**src/rtl/rpx_pkg.sv**
```systemverilog
package rpx_pkg;

  typedef enum logic [1:0] {
    ST_IDLE   = 2'd0,
    ST_FIRST  = 2'd1,
    ST_SECOND = 2'd2,
    ST_FIN    = 2'd3
  } seqState_t;

  typedef struct packed {
    logic loadCfg;
    logic captureData;
    logic stepElem;
  } dpStrobe_t;

  // element width in bytes for a size code (2 and 3 both mean four bytes)
  function automatic logic [2:0] elemBytes(input logic [1:0] code);
    case (code)
      2'd0:    elemBytes = 3'd1;
      2'd1:    elemBytes = 3'd2;
      default: elemBytes = 3'd4;
    endcase
  endfunction

endpackage

```
**src/rtl/rpx_control.sv**
```systemverilog
module rpx_control
  import rpx_pkg::*;
(
  input  logic      clk,
  input  logic      rstN,
  input  logic      start,
  input  logic      startCountZero,
  input  logic      cfgDirOut,
  input  logic      countIsOne,
  input  logic      portReady,
  input  logic      memReady,
  output dpStrobe_t strobe,
  output logic      portValid,
  output logic      portWrite,
  output logic      memValid,
  output logic      memWrite,
  output logic      busy,
  output logic      done
);

  seqState_t stateQ, stateD;
  logic      fire;

  // first phase: memory read (output job) or port read (input job)
  // second phase: port write (output job) or memory write (input job)
  always_comb begin
    portValid = 1'b0;
    portWrite = 1'b0;
    memValid  = 1'b0;
    memWrite  = 1'b0;
    if (stateQ == ST_FIRST) begin
      if (cfgDirOut) memValid  = 1'b1;
      else           portValid = 1'b1;
    end else if (stateQ == ST_SECOND) begin
      if (cfgDirOut) begin
        portValid = 1'b1;
        portWrite = 1'b1;
      end else begin
        memValid = 1'b1;
        memWrite = 1'b1;
      end
    end
  end

  assign fire = (portValid && portReady) || (memValid && memReady);

  always_comb begin
    stateD = stateQ;
    strobe = '0;
    unique case (stateQ)
      ST_IDLE: begin
        if (start) begin
          strobe.loadCfg = 1'b1;
          stateD = startCountZero ? ST_FIN : ST_FIRST;
        end
      end
      ST_FIRST: begin
        if (fire) begin
          strobe.captureData = 1'b1;
          stateD = ST_SECOND;
        end
      end
      ST_SECOND: begin
        if (fire) begin
          strobe.stepElem = 1'b1;
          stateD = countIsOne ? ST_FIN : ST_FIRST;
        end
      end
      ST_FIN:  stateD = ST_IDLE;
      default: stateD = ST_IDLE;
    endcase
  end

  always_ff @(posedge clk) begin
    if (!rstN) stateQ <= ST_IDLE;
    else       stateQ <= stateD;
  end

  assign busy = (stateQ != ST_IDLE);
  assign done = (stateQ == ST_FIN);

  // a raised request is held until the responder accepts it
  a_r6_port_hold: assert property (@(posedge clk) disable iff (!rstN)
    (portValid && !portReady) |=> (portValid && $stable(portWrite)));
  a_r6_mem_hold: assert property (@(posedge clk) disable iff (!rstN)
    (memValid && !memReady) |=> (memValid && $stable(memWrite)));

endmodule

```
**src/rtl/rpx_datapath.sv**
```systemverilog
module rpx_datapath
  import rpx_pkg::*;
#(
  parameter int PORT_W = 16,
  parameter int ADDR_W = 32,
  parameter int CNT_W  = 32,
  parameter int DATA_W = 32
) (
  input  logic              clk,
  input  logic              rstN,
  input  dpStrobe_t         strobe,
  input  logic              dirOut,
  input  logic [1:0]        sizeSel,
  input  logic              downFlag,
  input  logic [PORT_W-1:0] portNum,
  input  logic [ADDR_W-1:0] ptrStart,
  input  logic [CNT_W-1:0]  countStart,
  input  logic [DATA_W-1:0] portRdata,
  input  logic [DATA_W-1:0] memRdata,
  output logic              cfgDirOut,
  output logic              startCountZero,
  output logic              countIsOne,
  output logic [PORT_W-1:0] portAddr,
  output logic [1:0]        xferSize,
  output logic [ADDR_W-1:0] memAddr,
  output logic [DATA_W-1:0] wrData,
  output logic              misalign,
  output logic [ADDR_W-1:0] ptrFinal,
  output logic [CNT_W-1:0]  countFinal
);

  localparam int BYTES = DATA_W / 8;

  logic              downQ;
  logic [1:0]        sizeQ;
  logic [PORT_W-1:0] portQ;
  logic [ADDR_W-1:0] ptrQ;
  logic [CNT_W-1:0]  countQ;
  logic [DATA_W-1:0] dataQ;
  logic              dirQ;
  logic              misQ;
  logic [DATA_W-1:0] laneMask;
  logic [DATA_W-1:0] rdSel;
  logic [ADDR_W-1:0] stepAmt;
  logic              misNext;

  // byte-lane mask for the latched element width
  for (genvar b = 0; b < BYTES; b++) begin : g_lane
    assign laneMask[b*8 +: 8] = (b < int'(elemBytes(sizeQ))) ? 8'hFF : 8'h00;
  end

  assign rdSel   = dirQ ? memRdata : portRdata;
  assign stepAmt = ADDR_W'(elemBytes(sizeQ));

  always_comb begin
    unique case (sizeSel)
      2'd0:    misNext = 1'b0;
      2'd1:    misNext = portNum[0];
      default: misNext = |portNum[1:0];
    endcase
  end

  always_ff @(posedge clk) begin
    if (!rstN) begin
      dirQ   <= 1'b0;
      downQ  <= 1'b0;
      sizeQ  <= 2'd0;
      portQ  <= '0;
      ptrQ   <= '0;
      countQ <= '0;
      dataQ  <= '0;
      misQ   <= 1'b0;
    end else if (strobe.loadCfg) begin
      dirQ   <= dirOut;
      downQ  <= downFlag;
      sizeQ  <= sizeSel;
      portQ  <= portNum;
      ptrQ   <= ptrStart;
      countQ <= countStart;
      dataQ  <= '0;
      misQ   <= misNext;
    end else begin
      if (strobe.captureData) dataQ <= rdSel & laneMask;
      if (strobe.stepElem) begin
        ptrQ   <= downQ ? (ptrQ - stepAmt) : (ptrQ + stepAmt);
        countQ <= countQ - CNT_W'(1);
      end
    end
  end

  assign cfgDirOut      = dirQ;
  assign startCountZero = (countStart == '0);
  assign countIsOne     = (countQ == CNT_W'(1));
  assign portAddr       = portQ;
  assign xferSize       = sizeQ;
  assign memAddr        = ptrQ;
  assign wrData         = dataQ;
  assign misalign       = misQ;
  assign ptrFinal       = ptrQ;
  assign countFinal     = countQ;

  // a one-byte job never carries data above the low byte
  a_r10_byte_mask: assert property (@(posedge clk) disable iff (!rstN)
    (sizeQ == 2'd0) |-> (dataQ[DATA_W-1:8] == '0));

endmodule

```
**src/rtl/rep_port_xfer.sv**
```systemverilog
module rep_port_xfer
  import rpx_pkg::*;
#(
  parameter int PORT_W = 16,
  parameter int ADDR_W = 32,
  parameter int CNT_W  = 32,
  parameter int DATA_W = 32
) (
  input  logic              clk,
  input  logic              rstN,
  input  logic              start,
  input  logic              dirOut,
  input  logic [1:0]        sizeSel,
  input  logic              downFlag,
  input  logic [PORT_W-1:0] portNum,
  input  logic [ADDR_W-1:0] ptrStart,
  input  logic [CNT_W-1:0]  countStart,
  output logic              portValid,
  output logic              portWrite,
  output logic [PORT_W-1:0] portAddr,
  output logic [1:0]        portSize,
  output logic [DATA_W-1:0] portWdata,
  input  logic              portReady,
  input  logic [DATA_W-1:0] portRdata,
  output logic              memValid,
  output logic              memWrite,
  output logic [ADDR_W-1:0] memAddr,
  output logic [1:0]        memSize,
  output logic [DATA_W-1:0] memWdata,
  input  logic              memReady,
  input  logic [DATA_W-1:0] memRdata,
  output logic              busy,
  output logic              done,
  output logic              misalign,
  output logic [ADDR_W-1:0] ptrFinal,
  output logic [CNT_W-1:0]  countFinal
);

  dpStrobe_t         strobe;
  logic              cfgDirOut;
  logic              startCountZero;
  logic              countIsOne;
  logic [1:0]        xferSize;
  logic [DATA_W-1:0] wrData;

  rpx_control u_ctrl (
    .clk            (clk),
    .rstN           (rstN),
    .start          (start),
    .startCountZero (startCountZero),
    .cfgDirOut      (cfgDirOut),
    .countIsOne     (countIsOne),
    .portReady      (portReady),
    .memReady       (memReady),
    .strobe         (strobe),
    .portValid      (portValid),
    .portWrite      (portWrite),
    .memValid       (memValid),
    .memWrite       (memWrite),
    .busy           (busy),
    .done           (done)
  );

  rpx_datapath #(
    .PORT_W (PORT_W),
    .ADDR_W (ADDR_W),
    .CNT_W  (CNT_W),
    .DATA_W (DATA_W)
  ) u_dp (
    .clk            (clk),
    .rstN           (rstN),
    .strobe         (strobe),
    .dirOut         (dirOut),
    .sizeSel        (sizeSel),
    .downFlag       (downFlag),
    .portNum        (portNum),
    .ptrStart       (ptrStart),
    .countStart     (countStart),
    .portRdata      (portRdata),
    .memRdata       (memRdata),
    .cfgDirOut      (cfgDirOut),
    .startCountZero (startCountZero),
    .countIsOne     (countIsOne),
    .portAddr       (portAddr),
    .xferSize       (xferSize),
    .memAddr        (memAddr),
    .wrData         (wrData),
    .misalign       (misalign),
    .ptrFinal       (ptrFinal),
    .countFinal     (countFinal)
  );

  assign portSize  = xferSize;
  assign memSize   = xferSize;
  assign portWdata = wrData;
  assign memWdata  = wrData;

  // only one bus requested at a time
  a_r6_one_side: assert property (@(posedge clk) disable iff (!rstN)
    !(portValid && memValid));
  // port number fixed while the job runs
  a_r6_port_const: assert property (@(posedge clk) disable iff (!rstN)
    (busy && !done) |=> $stable(portAddr));
  // completion is a single-cycle pulse
  a_r8_done_pulse: assert property (@(posedge clk) disable iff (!rstN)
    done |=> !done);
  // every element consumed by the completion cycle
  a_r7_count_empty: assert property (@(posedge clk) disable iff (!rstN)
    done |-> (countFinal == '0));

endmodule

```
**config.mk**
```make
export PLATFORM = sky130hd
export DESIGN_NAME = rep_port_xfer
export DESIGN_NICKNAME = d
export VERILOG_FILES = /design/src/rtl/rpx_pkg.sv /design/src/rtl/rpx_control.sv /design/src/rtl/rpx_datapath.sv /design/src/rtl/rep_port_xfer.sv
export SDC_FILE = /design/constraint.sdc
export NUM_CORES = 1
export LEC_CHECK = 0
export BUFFER_PORTS_ARGS = -buffer_cell sky130_fd_sc_hd__buf_2
export CORE_MARGIN = 1.5
export CORE_UTILIZATION = 45
export DETAILED_ROUTE_END_ITERATION = 6
export MAX_ROUTING_LAYER = met4
export PLACE_DENSITY = 0.79
export SYNTH_ARGS = -nofsm -noshare
export SYNTH_HDL_FRONTEND = slang
export SYNTH_SLANG_ARGS = --single-unit
```
**constraint.sdc**
```tcl
create_clock -name clk -period 4.3 [get_ports clk]
set_input_delay 0.86 -clock clk [delete_from_list [all_inputs] [get_ports clk]]
set_output_delay 0.86 -clock clk [all_outputs]
set_load 0.005 [all_outputs]
```
Yosys cells after proc, flatten, opt, wreduce, memory -nomap -nowiden

Cells that the tools add are included.

Reductions and logical operators: 12
Muxes and demuxes: 31
Bitwise operators: 2
Eq/ne operators: 9
Order comparisons: 4
Add/sub/neg operators: 3

Operators with widths:

| operator              | count |
|---|---|
| $mux 32               | 6 |
| $add 32x3->32         | 1 |
| $and 32x32->32        | 1 |
| $eq 32x1->1 const B   | 1 |
| $logic_not 32->1      | 1 |
| $mux 8                | 4 |
| $sub 32x1->32 const B | 1 |
| $sub 32x3->32         | 1 |
| $mux 1                | 13 |
| $mux 2                | 5 |
| $pmux 2 s4            | 1 |
| $eq 2x1->1 const B    | 3 |
| $logic_not 2->1       | 3 |
| $lt 1x3->1 const A    | 2 |
| $lt 2x3->1 const A    | 2 |
| $pmux 3 s2            | 1 |
| $eq 2x2->1 const B    | 2 |
| $ne 2x1->1 const B    | 2 |
| $reduce_bool 2->1     | 2 |
| $reduce_or 2->1       | 2 |
| $reduce_and 3->1      | 1 |
| $logic_and 1x1->1     | 2 |
| $ne 2x2->1 const B    | 1 |
| $pmux 1 s2            | 1 |
| 2 further kinds       | 2 |

Bits in registers: 119
Output and inout bits: 187

Depth between registers and ports, before layout

Depth after elaboration: 9
Mapped depth: 14

Modules after synthesis

From an unflattened synthesis, not the netlist that was laid out.

Cells, all modules: 1029
Area, all modules: 8084.0 um^2

Modules (own cells, without submodules):

| module        | sequential area each (um^2) | times used | cells each | area an instance (um^2) |
|---|---|---|---|---|
| rpx_datapath  | 2342.2                      | 1          | 972        | 7651.1 |
| rep_port_xfer | 0.0                         | 1          | 34         | 255.2 |
| rpx_control   | 40.0                        | 1          | 23         | 177.7 |

Worst setup path before layout

No wires, ideal clock.

Path kind: register to register
From: reg u_dp.sizeQ[1] (netlist: u_dp.xferSize[1])
To: reg u_dp.ptrQ[31] (netlist: u_dp.memAddr[31])
Setup time: 134 ps
Arrival: 3263 ps
Slack: 903 ps
Stages on the path, launching flop included: 15
Cells stage by stage: dfxtp_1 > nor2_1 > inv_1 > ha_1 > clkbuf_1 > mux2_2 > inv_1 > ha_1 > nor2b_1 > o2111ai_1 > a21oi_1 > o2111a_1 > a2111o_1 > xnor2_1 > o22ai_1

Cells in the longest elaborated chain, start to end: 6

Ends and longest elaborated chain:

| element                                        | RTL line           | source |
|---|---|---|
| start, declared                                | rpx_datapath.sv:35 | `logic [1:0] sizeQ;` |
| start signal, assigned                         | rpx_datapath.sv:76 | `sizeQ <= sizeSel;` |
| $eq 2x1->1 or $logic_not 2->1 (tied branches)  | rpx_pkg.sv:18      | `case (code)` |
| $pmux 3 s2 *                                   | rpx_pkg.sv:18      |  |
| $add 32x3->32 or $sub 32x3->32 (tied branches) | rpx_datapath.sv:85 | `ptrQ <= downQ ? (ptrQ - stepAmt) : (ptrQ + stepAmt);` |
| $mux 32 *                                      | rpx_datapath.sv:85 |  |
| $mux 32 *                                      | rpx_datapath.sv:84 | `if (strobe.stepElem) begin` |
| $mux 32 *                                      | rpx_datapath.sv:73 | `end else if (strobe.loadCfg) begin` |
| end signal, assigned                           | rpx_datapath.sv:78 | `ptrQ <= ptrStart;` |
| end signal, assigned                           | rpx_datapath.sv:85 |  |
| end, declared                                  | rpx_datapath.sv:37 | `logic [ADDR_W-1:0] ptrQ;` |

Mark *: on every way between the ends. The rest lies on a longest branch, timed or not. The select of a mux whose other input is x is not followed.
A chain may end at the register's enable or synchronous reset.

Final worst setup path

From: reg u_dp.sizeQ[1] (netlist: u_dp.xferSize[1])
To: reg u_dp.ptrQ[23] (netlist: u_dp.memAddr[23])

Same word-level chain as after synthesis.

==> impl_summary.md <==
Setup path
The data arrival time of the critical path is ~4 ns. The slowest stage of the critical path is the ha_1 cell. The worst setup path is launched from a register. Together, buffers and inverters on the worst path number 3. The largest delay contributor family on the critical path is compound AO/OA/AOI/OAI gates. The kind of end point of the critical path is a register. The required time of the critical path is 4.62 ns.

The startpoint-to-endpoint class of the critical path is reg2reg. The signal on the critical path passes through nor2_1, buf_4, inv_1, ha_1, mux2_2, inv_1, ha_1, nor2b_1, o2111ai_1, a21oi_1, o21ai_0, a21o_1, and3b_1, o32ai_1. The setup check on the worst reg-to-reg path leaves a slack of a little under 0.7 ns. The maximum single-stage delay on the critical path is ~0.46 ns. Along the worst path, the maximum fanout reaches 10.

Timing
The worst slew margin relative to its limit is 0.292. Dividing the final minimum period by the clock period gives 0.838. At the pin with the least slew margin, the transition time is 1.06 ns. The post-route setup TNS is 0 ns. Static timing analysis puts the maximum clock frequency at ~280 MHz. The count of final hold-check violations is 0. Once routing completed, OpenROAD measured the worst setup slack at 0.696 ns.

Setup repair after global routing left no endpoint under its margin. The max-slew violation total from the final report is 0. Setup violations remaining at the end of the flow were counted as 0. The worst path in the final design needs a cycle of about 3.6 ns, including I/O delays and setup. The final setup skew is about 0.009 ns.

Finish
The proportion of layout cells with a drive suffix above 1 is 0.324. The top cell types in the final layout, fill and taps aside, are buf_2 (339), a21oi_1 (130), nand2_1 (122). In the final design database the tool counted ~1400 nets.

The area growth from synthesis to layout is 24.5%. The most common cell after layout, fill and taps aside is buf_2.

Power
The share of total power dissipated in the clock network is 0.374. The power dissipated by switching net loads is 1280 uW. The worst-case IR drop observed on VDD is slightly above 0.0003 V. The internal power of the cells totals ~2400 uW. The cell leakage power is 0.00460 uW. The part of the total power dissipated in combinational logic is 0.278. The share of total power dissipated in sequential elements is 0.348. The ratio of total power to cell area is slightly below 400 nW/um^2.

The switching share of total power is 0.344.

Yosys
The post-synthesis instance area is 7800 um^2. The number of flops mapped to enable cells by yosys is 0. The number of instances in the synthesized netlist is ~1000. The proportion of netlist area held by the largest area contributor is 0.306. Counting flops with an async set or reset pin after synthesis yields a share of 0. The proportion of synthesized chip area in sequential cells is 0.306. The number of synthesized register bits is approximately 120. Among all flip-flop cells after synthesis, the most frequent one is dfxtp_1.

The number of distinct library cells after synthesis is 72. Of all cell types, the one taking the most synthesized area is dfxtp_1. The net count after synthesis is about 1200. After synthesis, the mean cell area works out to approximately 7.7 um^2. Yosys printed 0 warnings. By area the synthesized netlist is led by dfxtp_1 (31%), a21oi_1 (8.3%), buf_4 (6.4%), nand2_1 (5.9%), ha_1 (5.6%).

Clock network
The H-tree depth is 4. The worst-skew pair later-pin latency is 0.43 ns. The number of sinks on the clock net is between 100 and 150.

After clock tree synthesis, the clock-pin slew on the worst setup and hold paths is 0.06 ns. The count of hold-fix buffers inserted at cts is 0. The cell chosen for the clock root is clkbuf_16.

The TritonCTS clock tree is yes. The number of setup buffers added after CTS is 0. The number of gates given a new drive strength after cts is 0. TritonCTS created 17 clock buffers. The number of buffers on the longest clock path is 2.

Drt
In the routed design, unresolved DRC markers number 0. The routed wire length is 26200 um. Dividing the detail-routed wire length by the instance count gives between 15 and 20 um. In the routed layout, each cell is associated on average with a via count of between 5 and 6. The total number of vias is around 8400. For this run, the detailed router's first-pass iteration total came to 5. The violation count after the first detailed-route iteration is a little under 600. The residual antenna-violating net count after detailed routing is 0.

Flow run
Max-cap violations in this run came to 0.

Placed design
Prior to clock tree synthesis, the placed netlist has a worst setup slack of slightly above 0.8 ns. Summed over all nets, the half-perimeter wirelength after detailed placement is slightly below 20000 um. The weighted congestion at the end of routability-driven global placement is between 0.9 and 1. The count of buffers added on input and output ports is 339.

Floorplanning
The floorplan step defined a die boundary enclosing between 15000 and 20000 um^2. The total I/O pin count is 340. The floorplan step set the die height to around 130 um. The number of placement rows is between 40 and 50. From left edge to right edge, the die measures 135 um.

The total area inside the core boundary comes to 16800 um^2. The initial cell density of the core is 0.465.

Global route
The initial antenna violation count is 2. The overall overflow remaining after global route is 0. The via count of the first global-routing pass is about 7500. The first-pass GRT wire length is ~40000 um. Entering global routing, the biggest net connects 88 pins.

In the global route stage, overall resource usage came out at 0.287.

Outcome
The flow ran to the end, and the final reports show no timing, DRC or antenna violations.

Hold path
The worst hold-check path type is reg2reg.
## path summary, 6_finish.rpt
path | start | to | depth (start not counted)
max | u_dp.xferSize[1] | u_dp.memAddr[23] | 14
min | u_dp.portAddr[15] | u_dp.portAddr[15] | 2
max reg2reg | u_dp.xferSize[1] | u_dp.memAddr[23] | 14
min reg2reg | u_dp.portAddr[15] | u_dp.portAddr[15] | 2
## flip-flops by register name, summed over array words and instances (netlist names)
signal / cells
u_dp.misalign: 1
u_dp.countFinal: 32
u_dp.xferSize: 2
u_dp.portAddr: 16
u_dp.memAddr: 32
u_ctrl.stateQ: 2
u_dp.downQ: 1
u_dp.wrData: 32
u_dp.cfgDirOut: 1
## per-stage QoR
step	hold slack, ns	util	cells	total power [uW]	area, um^2
detailed placement	0.443	0.545	1457	2350	9130
floorplan	0.453	-	1017	1990	7800
finish	0.449	0.579	1491	3730	9710
global route	0.467	0.579	1491	3910	9710
CTS	0.451	0.579	1489	3740	9700
global placement	0.439	0.545	1457	2340	9130
## Yosys cell counts, drive strengths merged, types with 6 or more instances
| cell | number |
|---|---|
| mux2i | 29 |
| nand2b | 7 |
| and2 | 6 |
| mux2 | 10 |
| a31oi | 11 |
| a21oi | 131 |
| a211oi | 11 |
| o21ai | 36 |
| a22oi | 20 |
| nor4 | 13 |
| xnor2 | 11 |
| dfxtp | 119 |
| buf | 73 |
| a21o | 19 |
| ha | 35 |
| nand4 | 10 |
| and3 | 8 |
| o21a | 10 |
| nor3 | 38 |
| or3 | 10 |
| xor2 | 7 |
| nand3 | 30 |
| nor2 | 82 |
| clkbuf | 57 |
| o22ai | 13 |
| o211ai | 14 |
| nand2 | 123 |
| inv | 15 |
## cell families (layout without fill, tap and decap cells)
| family | after synthesis | after routing | synth area share |
|---|---|---|---|
| multiplexers | 39 | 39 | 0.0517 |
| flip-flops | 119 | 119 | 0.306 |
| AND/OR/NAND/NOR | 351 | 351 | 0.214 |
| other | 0 | 2 | 0 |
| adder cells (fa/ha/maj) | 36 | 36 | 0.0587 |
| AO/OA/AOI/OAI | 309 | 309 | 0.248 |
| buffers and inverters | 145 | 397 | 0.102 |
| XOR/XNOR | 18 | 18 | 0.0202 |
## power groups by stage
stage	Sequential, uW	Combinational [uW]	Clock, uW
3_3_place_gp	1320	1020	0
6_report	1300	1040	1400
4_1_cts	1300	1040	1400
5_1_grt	1310	1140	1460
3_5_place_dp	1320	1030	0
2_1_floorplan	1310	688	0
## tightest hold or removal path, stage by stage (launching register included)
cell,delay [ns]
dfxtp_1,0.30
nand2_1,0.05
a21oi_1,0.05
## layer usage
layer / vias to the layer above / track usage / part of all wire / wire length (um)
met3: 31 / 0.0514 / 0.066 / 1730
met1: 3873 / 0.345 / 0.42 / 10900
met2: 353 / 0.491 / 0.50 / 13200
met5: - / - / 0 / 0
met4: 0 / 0.0836 / 0.014 / 364
li1: 4127 / - / - / -
## final cells by class
| cell class | instances | area [um^2] |
|---|---|---|
| fill | 1595 | 7050 |
| clock inverter | 13 | 121 |
| sequential | 119 | 2380 |
| antenna | 2 | 5.00 |
| clock buffer | 19 | 453 |
| timing repair buffer | 350 | 1780 |
| multi-input combinational | 753 | 4640 |
| tap | 220 | 275 |
| inverter | 15 | 56.3 |
Power figures use the tool's default switching activity.
